File: config.mk
export PLATFORM = sky130hd
export DESIGN_NAME = trs_flag_inserter
export DESIGN_NICKNAME = d
export VERILOG_FILES = /design/src/rtl/trs_pkg.sv /design/src/rtl/trs_preamble_match.sv /design/src/rtl/trs_xyz_rewrite.sv /design/src/rtl/trs_delay_line.sv /design/src/rtl/trs_flag_inserter.sv
export SDC_FILE = /design/constraint.sdc
export NUM_CORES = 1
export LEC_CHECK = 0
export BUFFER_PORTS_ARGS = -buffer_cell sky130_fd_sc_hd__buf_2
export CORE_ASPECT_RATIO = 0.75
export CORE_UTILIZATION = 50
export DETAILED_ROUTE_END_ITERATION = 10
export GPL_TIMING_DRIVEN = 0
export PLACE_DENSITY_LB_ADDON = 0.12
export SYNTH_ARGS = -nofsm -noshare
export SYNTH_HDL_FRONTEND = slang
export SYNTH_SLANG_ARGS = --single-unit
File: constraint.sdc
create_clock -name clk -period 4.2 [get_ports clk]
set_input_delay 0.84 -clock clk [delete_from_list [all_inputs] [get_ports clk]]
set_output_delay 0.84 -clock clk [all_outputs]
set_load 0.01 [all_outputs]
File: src/rtl/trs_pkg.sv
package trs_pkg;

    localparam int VW = 10;
    typedef logic [VW-1:0] vword_t;

    localparam vword_t PRE_HIGH = 10'h3FF;
    localparam vword_t PRE_LOW  = 10'h000;

    // Field positions in the status word; downstream receivers decode these
    localparam int BIT_ONE = 9;
    localparam int BIT_F   = 8;
    localparam int BIT_V   = 7;
    localparam int BIT_H   = 6;

    typedef struct packed {
        logic f;
        logic v;
        logic h;
    } fvh_t;

    typedef struct packed {
        vword_t word;
        logic   mark;
    } stage_t;

    function automatic vword_t make_xyz(fvh_t b);
        vword_t x;
        x          = '0;
        x[BIT_ONE] = 1'b1;
        x[BIT_F]   = b.f;
        x[BIT_V]   = b.v;
        x[BIT_H]   = b.h;
        x[5]       = b.v ^ b.h;
        x[4]       = b.f ^ b.h;
        x[3]       = b.f ^ b.v;
        x[2]       = b.f ^ b.v ^ b.h;
        return x;
    endfunction

endpackage

File: src/rtl/trs_preamble_match.sv
module trs_preamble_match
    import trs_pkg::*;
(
    input  vword_t back1,
    input  vword_t back2,
    input  vword_t back3,
    output logic   hit
);

    // Current input word is a status word when the prior three form the preamble
    always_comb begin
        hit = (back1 == PRE_LOW) && (back2 == PRE_LOW) && (back3 == PRE_HIGH);
    end

endmodule

File: src/rtl/trs_xyz_rewrite.sv
module trs_xyz_rewrite
    import trs_pkg::*;
(
    input  vword_t rx_word,
    input  logic   hit,
    input  logic   do_insert,
    input  logic   h_follows_rx,
    input  logic   fld_in,
    input  logic   vblank_in,
    input  logic   hblank_in,
    output vword_t word_out
);

    fvh_t sel;

    always_comb begin
        sel.f = fld_in;
        sel.v = vblank_in;
        sel.h = h_follows_rx ? hblank_in : rx_word[BIT_H];
        word_out = (hit && do_insert) ? make_xyz(sel) : rx_word;
    end

endmodule

File: src/rtl/trs_delay_line.sv
module trs_delay_line
    import trs_pkg::*;
#(
    parameter int DEPTH = 4
) (
    input  logic   clk,
    input  logic   rst,
    input  stage_t din,
    output stage_t taps [DEPTH]
);

    stage_t regs [DEPTH];

    genvar k;
    generate
        for (k = 0; k < DEPTH; k++) begin : g_stage
            always_ff @(posedge clk) begin
                if (rst) begin
                    regs[k] <= '0;
                end else if (k == 0) begin
                    regs[k] <= din;
                end else begin
                    regs[k] <= regs[(k == 0) ? 0 : k - 1];
                end
            end
            assign taps[k] = regs[k];
        end
    endgenerate

endmodule

File: src/rtl/trs_flag_inserter.sv
module trs_flag_inserter
    import trs_pkg::*;
#(
    parameter int LATENCY = 4
) (
    input  logic       clk,
    input  logic       rst,
    input  logic [9:0] vid_in,
    input  logic       fld_in,
    input  logic       vblank_in,
    input  logic       hblank_in,
    input  logic       keep_rx_flags,
    input  logic       insert_en,
    input  logic       h_follows_rx,
    output logic [9:0] vid_out,
    output logic       trs_mark
);

    // Preamble matching needs three words of history from the delay taps
    localparam int DEPTH = (LATENCY < 3) ? 3 : LATENCY;

    stage_t taps [DEPTH];
    stage_t entry;
    logic   hit;
    logic   do_insert;
    vword_t new_word;

    assign do_insert = insert_en && !keep_rx_flags;

    trs_preamble_match u_match (
        .back1 (taps[0].word),
        .back2 (taps[1].word),
        .back3 (taps[2].word),
        .hit   (hit)
    );

    trs_xyz_rewrite u_rewrite (
        .rx_word      (vid_in),
        .hit          (hit),
        .do_insert    (do_insert),
        .h_follows_rx (h_follows_rx),
        .fld_in       (fld_in),
        .vblank_in    (vblank_in),
        .hblank_in    (hblank_in),
        .word_out     (new_word)
    );

    always_comb begin
        entry.word = new_word;
        entry.mark = hit;
    end

    trs_delay_line #(.DEPTH(DEPTH)) u_delay (
        .clk  (clk),
        .rst  (rst),
        .din  (entry),
        .taps (taps)
    );

    assign vid_out  = taps[DEPTH-1].word;
    assign trs_mark = taps[DEPTH-1].mark;

    // One cycle after reset release, the first tap holds a real sample
    logic live_q;
    always_ff @(posedge clk) begin
        if (rst) live_q <= 1'b0;
        else     live_q <= 1'b1;
    end

    assert_mark_single_R1: assert property (@(posedge clk) disable iff (rst)
        taps[0].mark |=> !taps[0].mark);

    assert_plain_unchanged_R2: assert property (@(posedge clk) disable iff (rst)
        (live_q && !taps[0].mark) |-> taps[0].word == $past(vid_in));

    assert_field_bit_R3: assert property (@(posedge clk) disable iff (rst)
        (live_q && taps[0].mark && $past(insert_en && !keep_rx_flags))
        |-> taps[0].word[BIT_F] == $past(fld_in));

    assert_vblank_bit_R4: assert property (@(posedge clk) disable iff (rst)
        (live_q && taps[0].mark && $past(insert_en && !keep_rx_flags))
        |-> taps[0].word[BIT_V] == $past(vblank_in));

    assert_h_from_rx_R5: assert property (@(posedge clk) disable iff (rst)
        (live_q && taps[0].mark && $past(insert_en && !keep_rx_flags && !h_follows_rx))
        |-> taps[0].word[BIT_H] == $past(vid_in[BIT_H]));

    assert_h_from_pin_R6: assert property (@(posedge clk) disable iff (rst)
        (live_q && taps[0].mark && $past(insert_en && !keep_rx_flags && h_follows_rx))
        |-> taps[0].word[BIT_H] == $past(hblank_in));

    assert_protect_bits_R7: assert property (@(posedge clk) disable iff (rst)
        (live_q && taps[0].mark && $past(insert_en && !keep_rx_flags))
        |-> (taps[0].word[9] && taps[0].word[1:0] == 2'b00
             && taps[0].word[2] == (taps[0].word[3] ^ taps[0].word[6])
             && taps[0].word[5] == (taps[0].word[7] ^ taps[0].word[6])
             && taps[0].word[4] == (taps[0].word[8] ^ taps[0].word[6])));

    assert_keep_rx_R8: assert property (@(posedge clk) disable iff (rst)
        (live_q && taps[0].mark && $past(keep_rx_flags))
        |-> taps[0].word == $past(vid_in));

    assert_disabled_R9: assert property (@(posedge clk) disable iff (rst)
        (live_q && taps[0].mark && $past(!insert_en))
        |-> taps[0].word == $past(vid_in));

endmodule

**Word level (Yosys, flattened, before mapping)**

Memories as Yosys holds them, arrays and structs flattened.
Cells that the tools add are included.
W data, S select, Z words.

- Reduce and logical (&&, ||, !) cells: 7
- Bitwise logic cells: 8
- Equal/unequal tests: 1
- Muxes and demuxes: 9

Operators with widths:

| operator | number |
|---|---|
| $mux W11 | 4 |
| $logic_not A10 Y1 | 2 |
| $eq A10 B10 Y1 const B | 1 |
| $mux W10 | 1 |
| $logic_and A1 B1 Y1 | 4 |
| $mux W1 | 4 |
| $or A1 B1 Y1 | 4 |
| $xor A1 B1 Y1 | 4 |
| $logic_not A1 Y1 | 1 |

- Memories kept: 1
- Output and inout bits: 11
- Flip-flop bits (word level): 0
- Bits in writable memories: 44
- Bits of input ports: 18
- Logic and storage cells: 26

Memory list:

| memory | depth | bits a word | rd ports | clocked after memory_dff | wr ports | line | text |
|---|---|---|---|---|---|---|---|
| u_delay.regs | 4 | 11 | 4 | 0 | 4 | trs_delay_line.sv:12 | `stage_t regs [DEPTH];` |

**Logic depth before layout (Yosys ltp)**

- Depth after elaboration: 6
- Mapped depth: 5
- Depth with buffers taken out: 4

**Cells and area by module**

Synthesis repeated with hierarchy kept, for this count alone.

- Cells, all modules: 126
- Area, all modules: 1412.6 um^2

By module, submodules not included:

| module | times used | area an instance (um^2) | sequential area each (um^2) | cells each |
|---|---|---|---|---|
| trs_delay_line | 1 | 1176.1 | 880.8 | 92 |
| trs_xyz_rewrite | 1 | 141.4 | 0.0 | 22 |
| trs_preamble_match | 1 | 81.3 | 0.0 | 11 |
| trs_flag_inserter | 1 | 13.8 | 0.0 | 1 |

**Worst setup path after synthesis**

Ideal clock, no wire load.

- Path kind: flip-flop to flip-flop
- From: memory u_delay.regs[0][5] (netlist bit)
- To: memory u_delay.regs[0][7] (netlist bit)
- Data required time: 4.062 ns
- Path buffers: 1
- Arrival time: 1.802 ns
- Path slack: 2.261 ns
- Period minus slack after synthesis: 1.939 ns
- Cell stages (with the launch flop): 6
- Setup time: 0.138 ns
- Cells stage by stage: dfxtp_1 or4_4 or4_1 buf_2 nor3_4 a211oi_1

RTL lines:

| item | line |
|---|---|
| start, declared | trs_delay_line.sv:12 |

==> summary.md <==
| Metric | Value |
|---|---|
| Routability-driven placement congestion ratio | `slightly below 0.8` |
| Most common cell in the netlist | `dfxtp_1` |
| DPL Wire Length | `1.91 mm` |
| P&R area growth vs syn | `18.3%` |
| Sink Count | `44` |
| Post-cts gate resize count | `0` |
| Worst R2R Start | `u_delay.regs[0][6]` |
| Setup TNS | `0 ns` |
| I/O pin cnt | `29` |
| Flops & latches, synth | `44` |
| FF-to-FF End | `u_delay.regs[0][7]` |
| Synth unique cells | `27` |
| Root Buffer Master | `clkbuf_8` |
| Final worst-path cycle share | `50.8%` |
| Core area | `0.00274 mm2` |
| Fin. max-slew vios | `0` |
| Largest family of logic cells by synthesized area | `simple AND/OR/NAND/NOR gates` |
| CP Capture Type | `flip-flop` |
| Setup WS post-layout | `2.07 ns` |
| DRT iter0 DRCs | `29` |
| Worst Skew | `around 0.005 ns` |
| Max reg flops | `44` |
| Die Area | `0.00328 mm2` |
| Hold_buf cts | `0` |
| Worst Hold End | `u_delay.regs[1][0]` |
| Simple logic cell fraction of the synthesized area | `27.1%` |
| GRT Overall Usage | `18.5%` |
| Reg with most FFs | `u_delay.regs` |
| Die width | `65.8 um` |
| H-Tree Depth | `2` |
| Initial antenna violation count | `0` |
| TritonCTS clock tree | `done` |
| Regs by FF count | `u_delay.regs (44)` |
| Max IR drop VDD | `0.000274 V` |
| Worst skew pair latency | `0.28 ns` |
| Static Leak | `between 0.7 and 0.8 nW` |
| XOR/XNOR share of the synthesized area | `2.30%` |
| Yosys synthesis warning count | `0` |
| # DRC | `0` |
| Mapped Cells | `141` |
| Dominant cell type by area after synthesis | `dfxtp_1` |
| Fin nets | `about 190` |
| Antenna diodes | `0` |
| Fin. Hold Viols | `0` |
| Initial Util | `55.7%` |
| WL per Instance | `approximately 12 um` |
| Top cell type's share of synthesized area | `57.7%` |
| CTS buffer count | `5` |
| Minimum clock period after layout | `between 2 and 2.5 ns` |
| Register area share after synthesis | `57.7%` |
| Status | `completed` |
| HP Start | `u_delay.regs[0][0]` |
| GR Overflow Total | `0` |
| Largest net degree at the start of global routing | `14` |
| Number of synthesized flops with an enable pin | `0` |
| Post-CTS Repair Setup Buffers | `0` |
| CP Launch Type | `flip-flop` |
| Setup CP Type | `reg2reg` |
| Mux cell area share after synthesis | `0.656%` |
| Avg Inst Size Synth | `10.8 um2` |
| Post-layout power | `about 0.00075 W` |
| Synthesized cell area | `0.00153 mm2` |
| Die Y | `49.9 um` |
| Worst hold stages | `1` |
| Post-synth ARST share | `0%` |
| Max-cap violations | `0` |
| Critical Path Fanout Max | `7` |
| WP data arrival | `2.28 ns` |
| Power density over the cells | `413 mW/mm2` |
| Slowest stage delay, CP | `around 0.56 ns` |
| Share of cells above drive strength 1 | `27.7%` |
| First-pass GRT wire length | `4.46 mm` |
| Worst Reg2Reg Path Length in Cells | `5` |
| Dominant synthesized flop cell | `dfxtp_1` |
| Worst-margin pin slew | `0.659 ns` |
| CP top delay family | `simple AND/OR/NAND/NOR gates` |
| Flop2flop setup slack | `2.07 ns` |
| Post-synthesis compound-gate area fraction | `about 5.5%` |
| Critical path buffer and inverter count | `1` |
| RSZ-0062 raised after global routing | `false` |
| Setup Viol. Count Final | `0` |
| Dpl ws | `approximately 2.1 ns` |
| Via-to-Cell Ratio | `5.11` |
| Slowest CP cell | `or4bb_1` |
| Worst min path class | `reg2reg` |
| Total wire length | `2.55 mm` |
| Top cells by area, synth | `dfxtp_1 (58%), nor2b_1 (14%), buf_4 (4.9%), nand4_1 (3.3%), clkbuf_1 (1.5%)` |
| Leading post-synthesis cells by instance count | `dfxtp_1 (44), nor2b_1 (34), buf_4 (10), nand4_1 (8), clkbuf_1 (6)` |
| Post-Synth Adder-Cell Area | `0%` |
| Initial DRT Pass Iterations | `4` |
| Port bufs | `28` |
| Reg clk slew, reported paths | `0.07 ns` |
| Vias post-DR | `approximately 1100` |
| Achievable Freq | `469 MHz` |
| Post-route ant nets | `0` |
| Vias in the first global route | `1048` |
| Syn_nets | `159` |
| CP Cell Sequence | `or4bb_1 -> or4_1 -> buf_2 -> nor3_4 -> a211oi_1` |
| Headroom to the max-slew limit | `55.7%` |
| Row cnt | `16` |
| WP data required | `4.35 ns` |
| Clock Path Buffers | `2` |
==> layer usage <==
| layer | vias to the layer above | global-route usage [%] | part of all wire, % |
|---|---|---|---|
| li1 | 544 | - | - |
| met1 | 509 | 22.8 | 47 |
| met2 | 33 | 30.3 | 47 |
| met3 | 2 | 6.94 | 5.5 |
| met4 | 0 | 4.35 | 0.51 |
| met5 | - | 0 | 0 |
==> through the flow <==
step | area, um2 | hold slack [ns] | std cells | util, %
final | 1810 | 0.436 | 213 | 65.8
after global routing | 1810 | 0.467 | 213 | 65.8
after CTS | 1810 | 0.438 | 213 | 65.8
after detailed placement | 1710 | 0.420 | 205 | 62.4
after global placement | 1710 | 0.418 | 205 | 62.4
after floorplan | 1530 | 0.414 | 141 | -
==> layout by cell type, fill, tap and decap left out, drive strengths merged <==
master and instances:
nor3 3, a21oi 4, nor3b 2, nor4b 2, clkinvlp 1, xor2 2, clkbuf 13, o21ba 1
nand4b 1, and4 1, nor2b 34, xnor2 2, or4 2, nor2 2, or4bb 1, nand2b 1
nand4 8, buf 39, dfxtp 44, o21ai 4, a31oi 3, nor4 4, mux2i 1, a211oi 2
==> cells by family after synthesis <==
family | count (synthesis)
compound gates | 14
xor+xnor | 4
buf+inv | 17
flops | 44
mux | 1
simple gates | 61
==> where the power goes <==
part | leakage (nW) | internal, W | total, W | switching (W)
registers | 0.360 | 0.000430 | 0.000436 | 0.00000635
logic | 0.349 | 0.0000234 | 0.0000473 | 0.0000239
clock network | 0.0445 | 0.000133 | 0.000262 | 0.000129
total | 0.754 | 0.000587 | 0.000746 | 0.000159
==> worst max-delay path by stage <==
stage,startpoint,end,cells after the start
after CTS,u_delay.regs[0][6],u_delay.regs[0][7],5
after floorplan,u_delay.regs[0][5],u_delay.regs[0][7],5
after detailed placement,u_delay.regs[0][6],u_delay.regs[0][7],5
after global placement,u_delay.regs[0][6],u_delay.regs[0][3],5
final,u_delay.regs[0][6],u_delay.regs[0][7],5
after global routing,u_delay.regs[0][6],u_delay.regs[0][3],5
==> area by class of cell <==
class | count | area [um2]
fill | 218 | 937
tap | 36 | 45.0
multi-input combinational | 80 | 543
clock buffer | 7 | 86.3
timing repair buffer | 28 | 140
sequential | 44 | 881
clock inverter | 1 | 7.51
buffer | 17 | 103
(Power assumes the default switching activity.)
